## src/rtl/ohg_pkg.sv

```systemverilog
// Package: shared encodings for the upset-guarded one-hot sequencer.
// Assumes five states, one flip-flop per state.
package ohg_pkg;

    localparam int STATE_W = 5;

    localparam int IDX_IDLE  = 0;
    localparam int IDX_FETCH = 1;
    localparam int IDX_EVAL  = 2;
    localparam int IDX_REJ   = 3;
    localparam int IDX_SEND  = 4;

    localparam logic [STATE_W-1:0] ST_IDLE  = STATE_W'(1) << IDX_IDLE;
    localparam logic [STATE_W-1:0] ST_FETCH = STATE_W'(1) << IDX_FETCH;
    localparam logic [STATE_W-1:0] ST_EVAL  = STATE_W'(1) << IDX_EVAL;
    localparam logic [STATE_W-1:0] ST_REJ   = STATE_W'(1) << IDX_REJ;
    localparam logic [STATE_W-1:0] ST_SEND  = STATE_W'(1) << IDX_SEND;

    // Legality check flavour: odd parity, or exactly one bit set.
    typedef enum logic {
        CHK_PARITY = 1'b0,
        CHK_STRICT = 1'b1
    } chk_mode_e;

endpackage

```

## src/rtl/ohg_legal_check.sv

```systemverilog
// Module: combinational legality test of a one-hot vector.
// PARITY mode passes any odd-weight vector. STRICT mode passes exactly one set bit.
// Holds no storage, so it cannot be upset itself.
module ohg_legal_check
    import ohg_pkg::*;
#(
    parameter int        WIDTH = STATE_W,
    parameter chk_mode_e MODE  = CHK_PARITY
) (
    input  logic [WIDTH-1:0] i_vec,
    output logic             o_legal
);

    localparam int CNT_W = $clog2(WIDTH + 1);

    generate
        if (MODE == CHK_STRICT) begin : g_strict
            logic [CNT_W-1:0] ones;
            // Count the set bits and demand exactly one.
            always_comb begin
                ones = '0;
                for (int i = 0; i < WIDTH; i++) begin
                    ones = ones + CNT_W'(i_vec[i]);
                end
                o_legal = (ones == CNT_W'(1));
            end
        end else begin : g_parity
            // Odd parity: one XOR tree.
            always_comb begin
                o_legal = ^i_vec;
            end
        end
    endgenerate

endmodule

```

## src/rtl/ohg_next_state.sv

```systemverilog
// Module: normal next-state logic of the sequencer, written per state bit.
// Assumes a legal one-hot input. The caller's multiplexer discards the result otherwise.
module ohg_next_state
    import ohg_pkg::*;
(
    input  logic [STATE_W-1:0] i_cur,
    input  logic               i_start,
    input  logic               i_data_valid,
    input  logic               i_check_ok,
    input  logic               i_done,
    output logic [STATE_W-1:0] o_nxt
);

    // Each next-state bit is the OR of the arcs that enter it.
    always_comb begin
        o_nxt[IDX_IDLE]  = (i_cur[IDX_IDLE] & ~i_start)
                         |  i_cur[IDX_REJ]
                         | (i_cur[IDX_SEND] & i_done);
        o_nxt[IDX_FETCH] = (i_cur[IDX_IDLE] & i_start)
                         | (i_cur[IDX_FETCH] & ~i_data_valid);
        o_nxt[IDX_EVAL]  =  i_cur[IDX_FETCH] & i_data_valid;
        o_nxt[IDX_REJ]   =  i_cur[IDX_EVAL] & ~i_check_ok;
        o_nxt[IDX_SEND]  = (i_cur[IDX_EVAL] & i_check_ok)
                         | (i_cur[IDX_SEND] & ~i_done);
    end

endmodule

```

## src/rtl/ohg_ctrl_out.sv

```systemverilog
// Module: registered control outputs, decoded from the value being loaded.
// A strict one-hot gate keeps every control low for a corrupted pattern.
// Synchronous active-low reset.
module ohg_ctrl_out
    import ohg_pkg::*;
(
    input  logic               clk,
    input  logic               rst_n,
    input  logic [STATE_W-1:0] i_load,
    output logic               o_fetch,
    output logic               o_work,
    output logic               o_reject,
    output logic               o_send
);

    logic load_onehot;

    ohg_legal_check #(
        .WIDTH (STATE_W),
        .MODE  (CHK_STRICT)
    ) u_gate (
        .i_vec   (i_load),
        .o_legal (load_onehot)
    );

    // Register the gated decode so the outputs line up with the state register.
    always_ff @(posedge clk) begin
        if (!rst_n) begin
            o_fetch  <= 1'b0;
            o_work   <= 1'b0;
            o_reject <= 1'b0;
            o_send   <= 1'b0;
        end else begin
            o_fetch  <= load_onehot & i_load[IDX_FETCH];
            o_work   <= load_onehot & i_load[IDX_EVAL];
            o_reject <= load_onehot & i_load[IDX_REJ];
            o_send   <= load_onehot & i_load[IDX_SEND];
        end
    end

endmodule

```

## src/rtl/onehot_guard_fsm.sv

```systemverilog
// Module: top of the upset-guarded one-hot sequencer.
// The current-state register is checked each cycle. An illegal value makes the
// multiplexer load idle and raises a one-cycle upset pulse.
// Assumes synchronous inputs and at most one flipped bit per cycle.
// The injection port is for test only and takes priority over everything except reset.
module onehot_guard_fsm
    import ohg_pkg::*;
#(
    parameter chk_mode_e CHECK_MODE = CHK_PARITY
) (
    input  logic               clk,
    input  logic               rst_n,
    input  logic               i_start,
    input  logic               i_data_valid,
    input  logic               i_check_ok,
    input  logic               i_done,
    input  logic               i_inj_en,
    input  logic [STATE_W-1:0] i_inj_mask,
    output logic [STATE_W-1:0] o_state,
    output logic               o_fetch,
    output logic               o_work,
    output logic               o_reject,
    output logic               o_send,
    output logic               o_upset
);

    logic [STATE_W-1:0] state_q;
    logic [STATE_W-1:0] state_d;
    logic [STATE_W-1:0] nxt_normal;
    logic               cur_legal;
    logic               upset_q;

    ohg_legal_check #(
        .WIDTH (STATE_W),
        .MODE  (CHECK_MODE)
    ) u_cur_check (
        .i_vec   (state_q),
        .o_legal (cur_legal)
    );

    ohg_next_state u_next (
        .i_cur        (state_q),
        .i_start      (i_start),
        .i_data_valid (i_data_valid),
        .i_check_ok   (i_check_ok),
        .i_done       (i_done),
        .o_nxt        (nxt_normal)
    );

    // Next-state multiplexer: injection, then normal path, else forced recovery.
    always_comb begin
        if (i_inj_en) begin
            state_d = state_q ^ i_inj_mask;
        end else if (cur_legal) begin
            state_d = nxt_normal;
        end else begin
            state_d = ST_IDLE;
        end
    end

    // State register.
    always_ff @(posedge clk) begin
        if (!rst_n) begin
            state_q <= ST_IDLE;
        end else begin
            state_q <= state_d;
        end
    end

    // Upset pulse: set for the cycle after a forced recovery.
    always_ff @(posedge clk) begin
        if (!rst_n) begin
            upset_q <= 1'b0;
        end else begin
            upset_q <= ~cur_legal & ~i_inj_en;
        end
    end

    ohg_ctrl_out u_out (
        .clk      (clk),
        .rst_n    (rst_n),
        .i_load   (state_d),
        .o_fetch  (o_fetch),
        .o_work   (o_work),
        .o_reject (o_reject),
        .o_send   (o_send)
    );

    assign o_state = state_q;
    assign o_upset = upset_q;

endmodule

```

## config.mk

```make
export PLATFORM = sky130hd
export DESIGN_NAME = onehot_guard_fsm
export DESIGN_NICKNAME = d
export VERILOG_FILES = /design/src/rtl/ohg_pkg.sv /design/src/rtl/ohg_legal_check.sv /design/src/rtl/ohg_next_state.sv /design/src/rtl/ohg_ctrl_out.sv /design/src/rtl/onehot_guard_fsm.sv
export SDC_FILE = /design/constraint.sdc
export NUM_CORES = 1
export LEC_CHECK = 0
export ABC_AREA = 1
export ABC_CLOCK_PERIOD_IN_PS = 3300
export BUFFER_PORTS_ARGS = -buffer_cell sky130_fd_sc_hd__buf_2
export CORE_MARGIN = 2
export CORE_UTILIZATION = 38
export CTS_CLUSTER_DIAMETER = 50
export DETAILED_ROUTE_END_ITERATION = 8
export PLACE_DENSITY = 0.69
export SLEW_MARGIN = 10
export SYNTH_ARGS = -nofsm -noshare
export SYNTH_HDL_FRONTEND = slang
export SYNTH_HIERARCHICAL = 1
export SYNTH_SLANG_ARGS = --single-unit
```

## constraint.sdc

```tcl
create_clock -name clk -period 3.3 [get_ports clk]
set_clock_uncertainty 0.15 [all_clocks]
set_input_delay 0 -clock clk [delete_from_list [all_inputs] [get_ports clk]]
set_output_delay 0 -clock clk [all_outputs]
set_load 0.01 [all_outputs]
```

== Yosys cells after proc, flatten, opt, wreduce, memory -nomap -nowiden ==
Index checks and enable logic that the tools add are counted.

* Flip-flop bits (word level): 10
* Output and inout bits: 10

* Add/sub/neg operators: 4
* Equal/unequal tests: 1
* Multiplexer cells: 2
* Bitwise gates (word level): 24
* Reductions and logical operators: 1

{| class="wikitable"
|+ Operators by type and width
! operator !! count
|-
| bitwise AND 1 bit || 13
|-
| 2-to-1 mux 5 bit || 2
|-
| adder 3 x 1 -> 3 bit || 2
|-
| inverter 1 bit || 6
|-
| XOR reduction 5 bit || 1
|-
| bitwise XOR 5 bit || 1
|-
| OR 1 bit || 4
|-
| adder 2 x 1 -> 3 bit || 1
|-
| equality test 3 x 1 -> 1 bit, second input constant || 1
|-
| adder 1 x 1 -> 2 bit || 1
|}

== Depth between registers and ports, before layout ==
* Depth in word-level cells: 12
* Mapped depth: 21
* Mapped depth without buffers: 21

== Cells and area by module ==
Netlist, hierarchy kept.

{| class="wikitable"
|+ By module, submodules not included
! module !! instances !! cells an instance !! area each (µm²)
|-
| onehot_guard_fsm || 1 || 52 || 324.1
|-
| ohg_ctrl_out || 1 || 13 || 116.4
|-
| ohg_legal_check at u_out.u_gate || 1 || 11 || 85.1
|-
| ohg_next_state || 1 || 15 || 72.6
|-
| ohg_legal_check at u_cur_check || 1 || 14 || 65.1
|}

== Worst setup path before layout ==
Ideal clock, no wire load.

* Path type: reg-to-reg
* From: reg state_q[4], in the netlist o_state[4]
* To: reg u_out.o_send
* Setup time: 0.064 ns
* Arrival: 2.627 ns
* Data required time: 3.086 ns
* Path slack: 0.460 ns
* Stages on the path, launching flop included: 21
* Period minus slack after synthesis: 2.840 ns
* Cell sequence: dfxtp_1 -> nand2_1 -> nand2_1 -> nand2_2 -> nand2_1 -> nand2_1 -> nand2_1 -> inv_1 -> nor2_4 -> nand2_1 -> nand2_1 -> inv_1 -> fa_1 -> inv_1 -> fa_1 -> ha_1 -> inv_1 -> nand2_1 -> nor2_2 -> nand2_2 -> nor2_1

{| class="wikitable"
|+ RTL lines
! element !! line !! RTL
|-
| from (decl) || onehot_guard_fsm.sv:27 || <nowiki>logic [STATE_W-1:0] state_q;</nowiki>
|-
| from (signal assigned) || onehot_guard_fsm.sv:66 || <nowiki>state_q <= state_d;</nowiki>
|-
| XOR reduction 5 bit || ohg_legal_check.sv:30 || <nowiki>o_legal = ^i_vec;</nowiki>
|-
| via cur_legal || onehot_guard_fsm.sv:30 || <nowiki>logic cur_legal;</nowiki>
|-
| 2-to-1 mux 5 bit || onehot_guard_fsm.sv:54 || <nowiki>end else if (cur_legal) begin</nowiki>
|-
| 2-to-1 mux 5 bit || onehot_guard_fsm.sv:52 || <nowiki>if (i_inj_en) begin</nowiki>
|-
| via state_d[1] || onehot_guard_fsm.sv:28 || <nowiki>logic [STATE_W-1:0] state_d;</nowiki>
|-
| adder 1 x 1 -> 2 bit || ohg_legal_check.sv:23 || <nowiki>ones = ones + CNT_W'(i_vec[i]);</nowiki>
|-
| adder 2 x 1 -> 3 bit || ohg_legal_check.sv:23 ||
|-
| adder 3 x 1 -> 3 bit (2 in a row) || ohg_legal_check.sv:23 ||
|-
| equality test 3 x 1 -> 1 bit || ohg_legal_check.sv:25 || <nowiki>o_legal = (ones == CNT_W'(1));</nowiki>
|-
| via u_out.load_onehot || ohg_ctrl_out.sv:16 || <nowiki>logic load_onehot;</nowiki>
|-
| bitwise AND 1 bit || ohg_ctrl_out.sv:37 || <nowiki>o_send <= load_onehot & i_load[IDX_SEND];</nowiki>
|-
| to (signal assigned) || ohg_ctrl_out.sv:37 ||
|-
| to (decl) || ohg_ctrl_out.sv:13 || <nowiki>output logic o_send</nowiki>
|}

The timed path passes the listed nets, and every way through them passes these cells.
A chain may end at the register's enable or synchronous reset.

== Worst setup path after layout ==
* From: reg state_q[0], in the netlist o_state[0]
* To: reg u_out.o_work

{| class="wikitable"
|+ RTL lines
! element !! line !! RTL
|-
| XOR reduction 5 bit || ohg_legal_check.sv:30 ||
|-
| via cur_legal || onehot_guard_fsm.sv:30 ||
|-
| 2-to-1 mux 5 bit || onehot_guard_fsm.sv:54 ||
|-
| 2-to-1 mux 5 bit || onehot_guard_fsm.sv:52 ||
|-
| via state_d[1] || onehot_guard_fsm.sv:28 ||
|-
| adder 1 x 1 -> 2 bit || ohg_legal_check.sv:23 ||
|-
| adder 2 x 1 -> 3 bit || ohg_legal_check.sv:23 ||
|-
| adder 3 x 1 -> 3 bit (2 in a row) || ohg_legal_check.sv:23 ||
|-
| equality test 3 x 1 -> 1 bit || ohg_legal_check.sv:25 ||
|-
| via u_out.load_onehot || ohg_ctrl_out.sv:16 ||
|-
| bitwise AND 1 bit || ohg_ctrl_out.sv:35 || <nowiki>o_work <= load_onehot & i_load[IDX_EVAL];</nowiki>
|-
| to (signal assigned) || ohg_ctrl_out.sv:35 ||
|-
| to (decl) || ohg_ctrl_out.sv:11 || <nowiki>output logic o_work,</nowiki>
|}

The timed path passes the listed nets, and every way through them passes these cells.

==> impl_metrics.csv <==
group,metric,value,unit
outcome,status,"completed",
yosys,syn_area,663,um^2
drt,dr_total_vias,691,
setup_path,cp_cell_sequence,"xor2_1 -> nand3_1 -> nand2_1 -> inv_1 -> nor2_4 -> nand2_1 -> nand2_1 -> inv_1 -> fa_1 -> inv_1 -> fa_1 -> ha_1 -> inv_1 -> nand2_1 -> nor2_2 -> nand2_2 -> nor2_1",
drt,vias_per_cell,4.35,
clock_tree,cts_tree,"yes",
drt,first_pass_iters,3,
place,place_area,778,um^2
yosys,ys_types,17,
grt,gr-total-overflow,0,
power_and_ir_drop,irDropWorstVdd,0.000159,V
setup_path,worst-r2r-cell-count,17,
setup_path,reg2reg_to,"u_out/o_work",
timing,tns,0,ns
die,io_pins,22,
final_layout,syn_to_final_growth,42.8,%
die,initial_core_util,39.3,%
clock_tree,cts_sinks,10,
yosys,yosysWarnings,6,
setup_path,crit_family,"adder cells",
final_layout,final_area,947,um^2
power_and_ir_drop,power_density,405,nW/um^2
clock_tree,clk_path_buf_depth,2,
grt,grt_max_degree,9,
timing,finalHoldViolations,0,
setup_path,rr_startpoint,"o_state[0]",
yosys,yosys.area.top_type_share,30.2,%
grt,grt_pass1_wl,2420,um
setup_path,crit_slowest_cell,"fa_1",
place,place.detailed.hpwl,1110,um
clock_tree,cts_root_buf,"clkbuf_4",
yosys,synthTopCellsByArea,"dfxtp_1 (30%), inv_1 (18%), nand2_1 (18%)",
clock_tree,numCtsBuffers,3,
clock_tree,clkSlewWorstSetupHoldPaths,0.07,ns
drt,drt_iter0_markers,4,
yosys,ys_ff_latch,10,
drt,finalWirelength,1490,um
final_layout,drive_above_1_share,24.6,%
drt,drcViolationCount,0,
yosys,syn-instance-count,105,
flow_run,maxCapViolCount,0,
timing,rsz0062_at_grt,"no",
setup_path,critPathBufInv,4,
final_layout,diodes,0,
final_layout,multi_input_area,332,um^2
yosys,seq_area_frac_synth,30.2,%
final_layout,final-seq-area,203,um^2
grt,antenna_found_initial,0,
setup_path,rrSetupSlack,0.24,ns
setup_path,critPathMaxFanout,6,
setup_path,critPathKind,"flop to flop",
yosys,syn_area_per_cell,6.32,um^2
die,dieHeight,45.8,um
worst_hold_path,hp-start,"i_start",
power_and_ir_drop,p_leak,0.000547,uW
yosys,syn_nets,120,
setup_path,startpoint_type,"flop",
setup_path,cp-end-kind,"flop",
die,die_area,2100,um^2
place,portBuffers,21,
worst_hold_path,hold_end,"o_state[1]",
die,die_width,45.8,um
grt,grt_pass1_vias,658,
setup_path,critical_path.max_stage_delay,0.50,ns
setup_path,cp.depth,17,
setup_path,critical_path_required,3.34,ns
timing,drv_slew,0,
final_layout,layout.nets,158,
timing,relSlewSlack,84.4,%
yosys,yosys.area.top_type,"dfxtp_1",
grt,grt.total_usage,15.8,%
drt,wl_per_cell,9.37,um
worst_hold_path,holdCritPathClass,"input pin to flop",
timing,fmax,327,MHz
timing,tightest_slew,0.233,ns
setup_path,arrival,3.10,ns
clock_tree,htree_levels,1,
die,fp-row-count,15,
timing,fin_crit,3.06,ns
drt,ant_nets,0,
die,coreArea,1690,um^2
clock_tree,clkLatencyLatePin,0.26,ns
timing,final.period_utilization,92.6,%
final_layout,fillers,165,
place,gp_congestion,0.738,
timing,finalSetupViolations,0,
worst_hold_path,holdPathStages,5,
clock_tree,post_cts_buffers,0,
cell type report:
type                       instances  share of cell area, %
clock buffer                       4                   3.83
inverter                          32                   12.7
multi-input combinational         62                   35.0
sequential                        10                   21.4
tap                               17                   2.25
timing repair buffer              34                   24.8
stage by stage:
stage / power [uW] / hold WS [ns] / std cells / setup slack [ns] / util (%)
2_1_floorplan: 228 / -0.0658 / 105 / 0.460 / -
3_3_place_gp: 257 / 0.0753 / 142 / 0.340 / 46.1
3_5_place_dp: 262 / 0.0773 / 142 / 0.247 / 46.1
4_1_cts: 386 / 0.0104 / 159 / 0.216 / 55.9
5_1_grt: 414 / 0.0278 / 159 / 0.0147 / 56.1
6_report: 384 / 0.0129 / 159 / 0.244 / 56.1
cell usage in the layout (no fill, tap or decap):
cell type      instances
a21oi_1                4
buf_2                 21
clkbuf_4               3
clkbuf_8               1
dfxtp_1                8
dfxtp_2                2
dlygate4sd3_1         13
fa_1                   2
ha_1                   1
inv_1                 32
nand2_1               32
nand2_2                3
nand3_1                7
nand3_2                1
nor2_1                 5
nor2_2                 1
nor2_4                 1
nor3_1                 1
o21ai_2                2
o21bai_1               1
xor2_1                 1
cell usage after synthesis:
master,n
fa_1,2
nor3_1,1
ha_1,1
nand3_2,1
nand2_2,3
nor2_4,1
buf_6,1
nor2_1,5
dfxtp_1,10
nand3_1,7
inv_1,32
a21oi_1,4
xor2_1,1
nand2_1,32
nor2_2,1
o21bai_1,1
o21ai_2,2
flip-flops by register name, indices dropped and copies added (netlist names):
| name | cells |
|---|---|
| o_state | 5 |
| o_upset | 1 |
| u_out/o_fetch | 1 |
| u_out/o_reject | 1 |
| u_out/o_send | 1 |
| u_out/o_work | 1 |
worst register-to-register path, delay by kind of cell, from the launching register on:
| kind | cells | cell delay, ns |
|---|---|---|
| flip-flops | 1 | 0.44 |
| buffers and inverters | 4 | 0.24 |
| adder cells (fa/ha/maj) | 3 | 1.14 |
| XOR/XNOR | 1 | 0.21 |
| AND/OR/NAND/NOR | 9 | 0.82 |
per-layer routing:
layer | vias to the layer above | track usage (%) | share of wire [%]
li1 | 376 | - | -
met1 | 305 | 16.6 | 43
met2 | 10 | 32.1 | 55
met3 | 0 | 0 | 1.5
met4 | 0 | 6.86 | 0
met5 | - | 0 | 0
how the worst max path moves through the flow:
stage	endpoint	slack, ns	start
6_report	u_out/o_work	0.24	o_state[0]
5_1_grt	u_out/o_work	0.01	o_state[0]
4_1_cts	u_out/o_reject	0.22	o_state[4]
3_5_place_dp	u_out/o_reject	0.25	o_state[4]
3_3_place_gp	u_out/o_reject	0.34	o_state[0]
2_1_floorplan	u_out/o_send	0.46	o_state[4]
repair_timing:
action,CTS,global route
gates resized for setup,0,2
hold buffers,13,0
endpoints found under the hold margin,10,0
endpoints found under the setup margin,0,4
cell families (layout without fill, tap and decap cells):
logic type      after synthesis  after routing  share of synthesized area, %
compound gates                7              7                          6.79
xor+xnor                      1              1                          1.32
buf+inv                      33             70                          19.8
flops                        10             10                          30.2
fa+ha+maj                     3              3                          7.92
simple gates                 51             51                          34.0
power breakdown:
group / switching (uW) / total (uW) / internal (uW)
combinational: 75.9 / 135 / 58.7
sequential: 8.94 / 141 / 132
clock: 41.3 / 108 / 66.8
total: 126 / 384 / 257
Power figures use the tool's default switching activity.
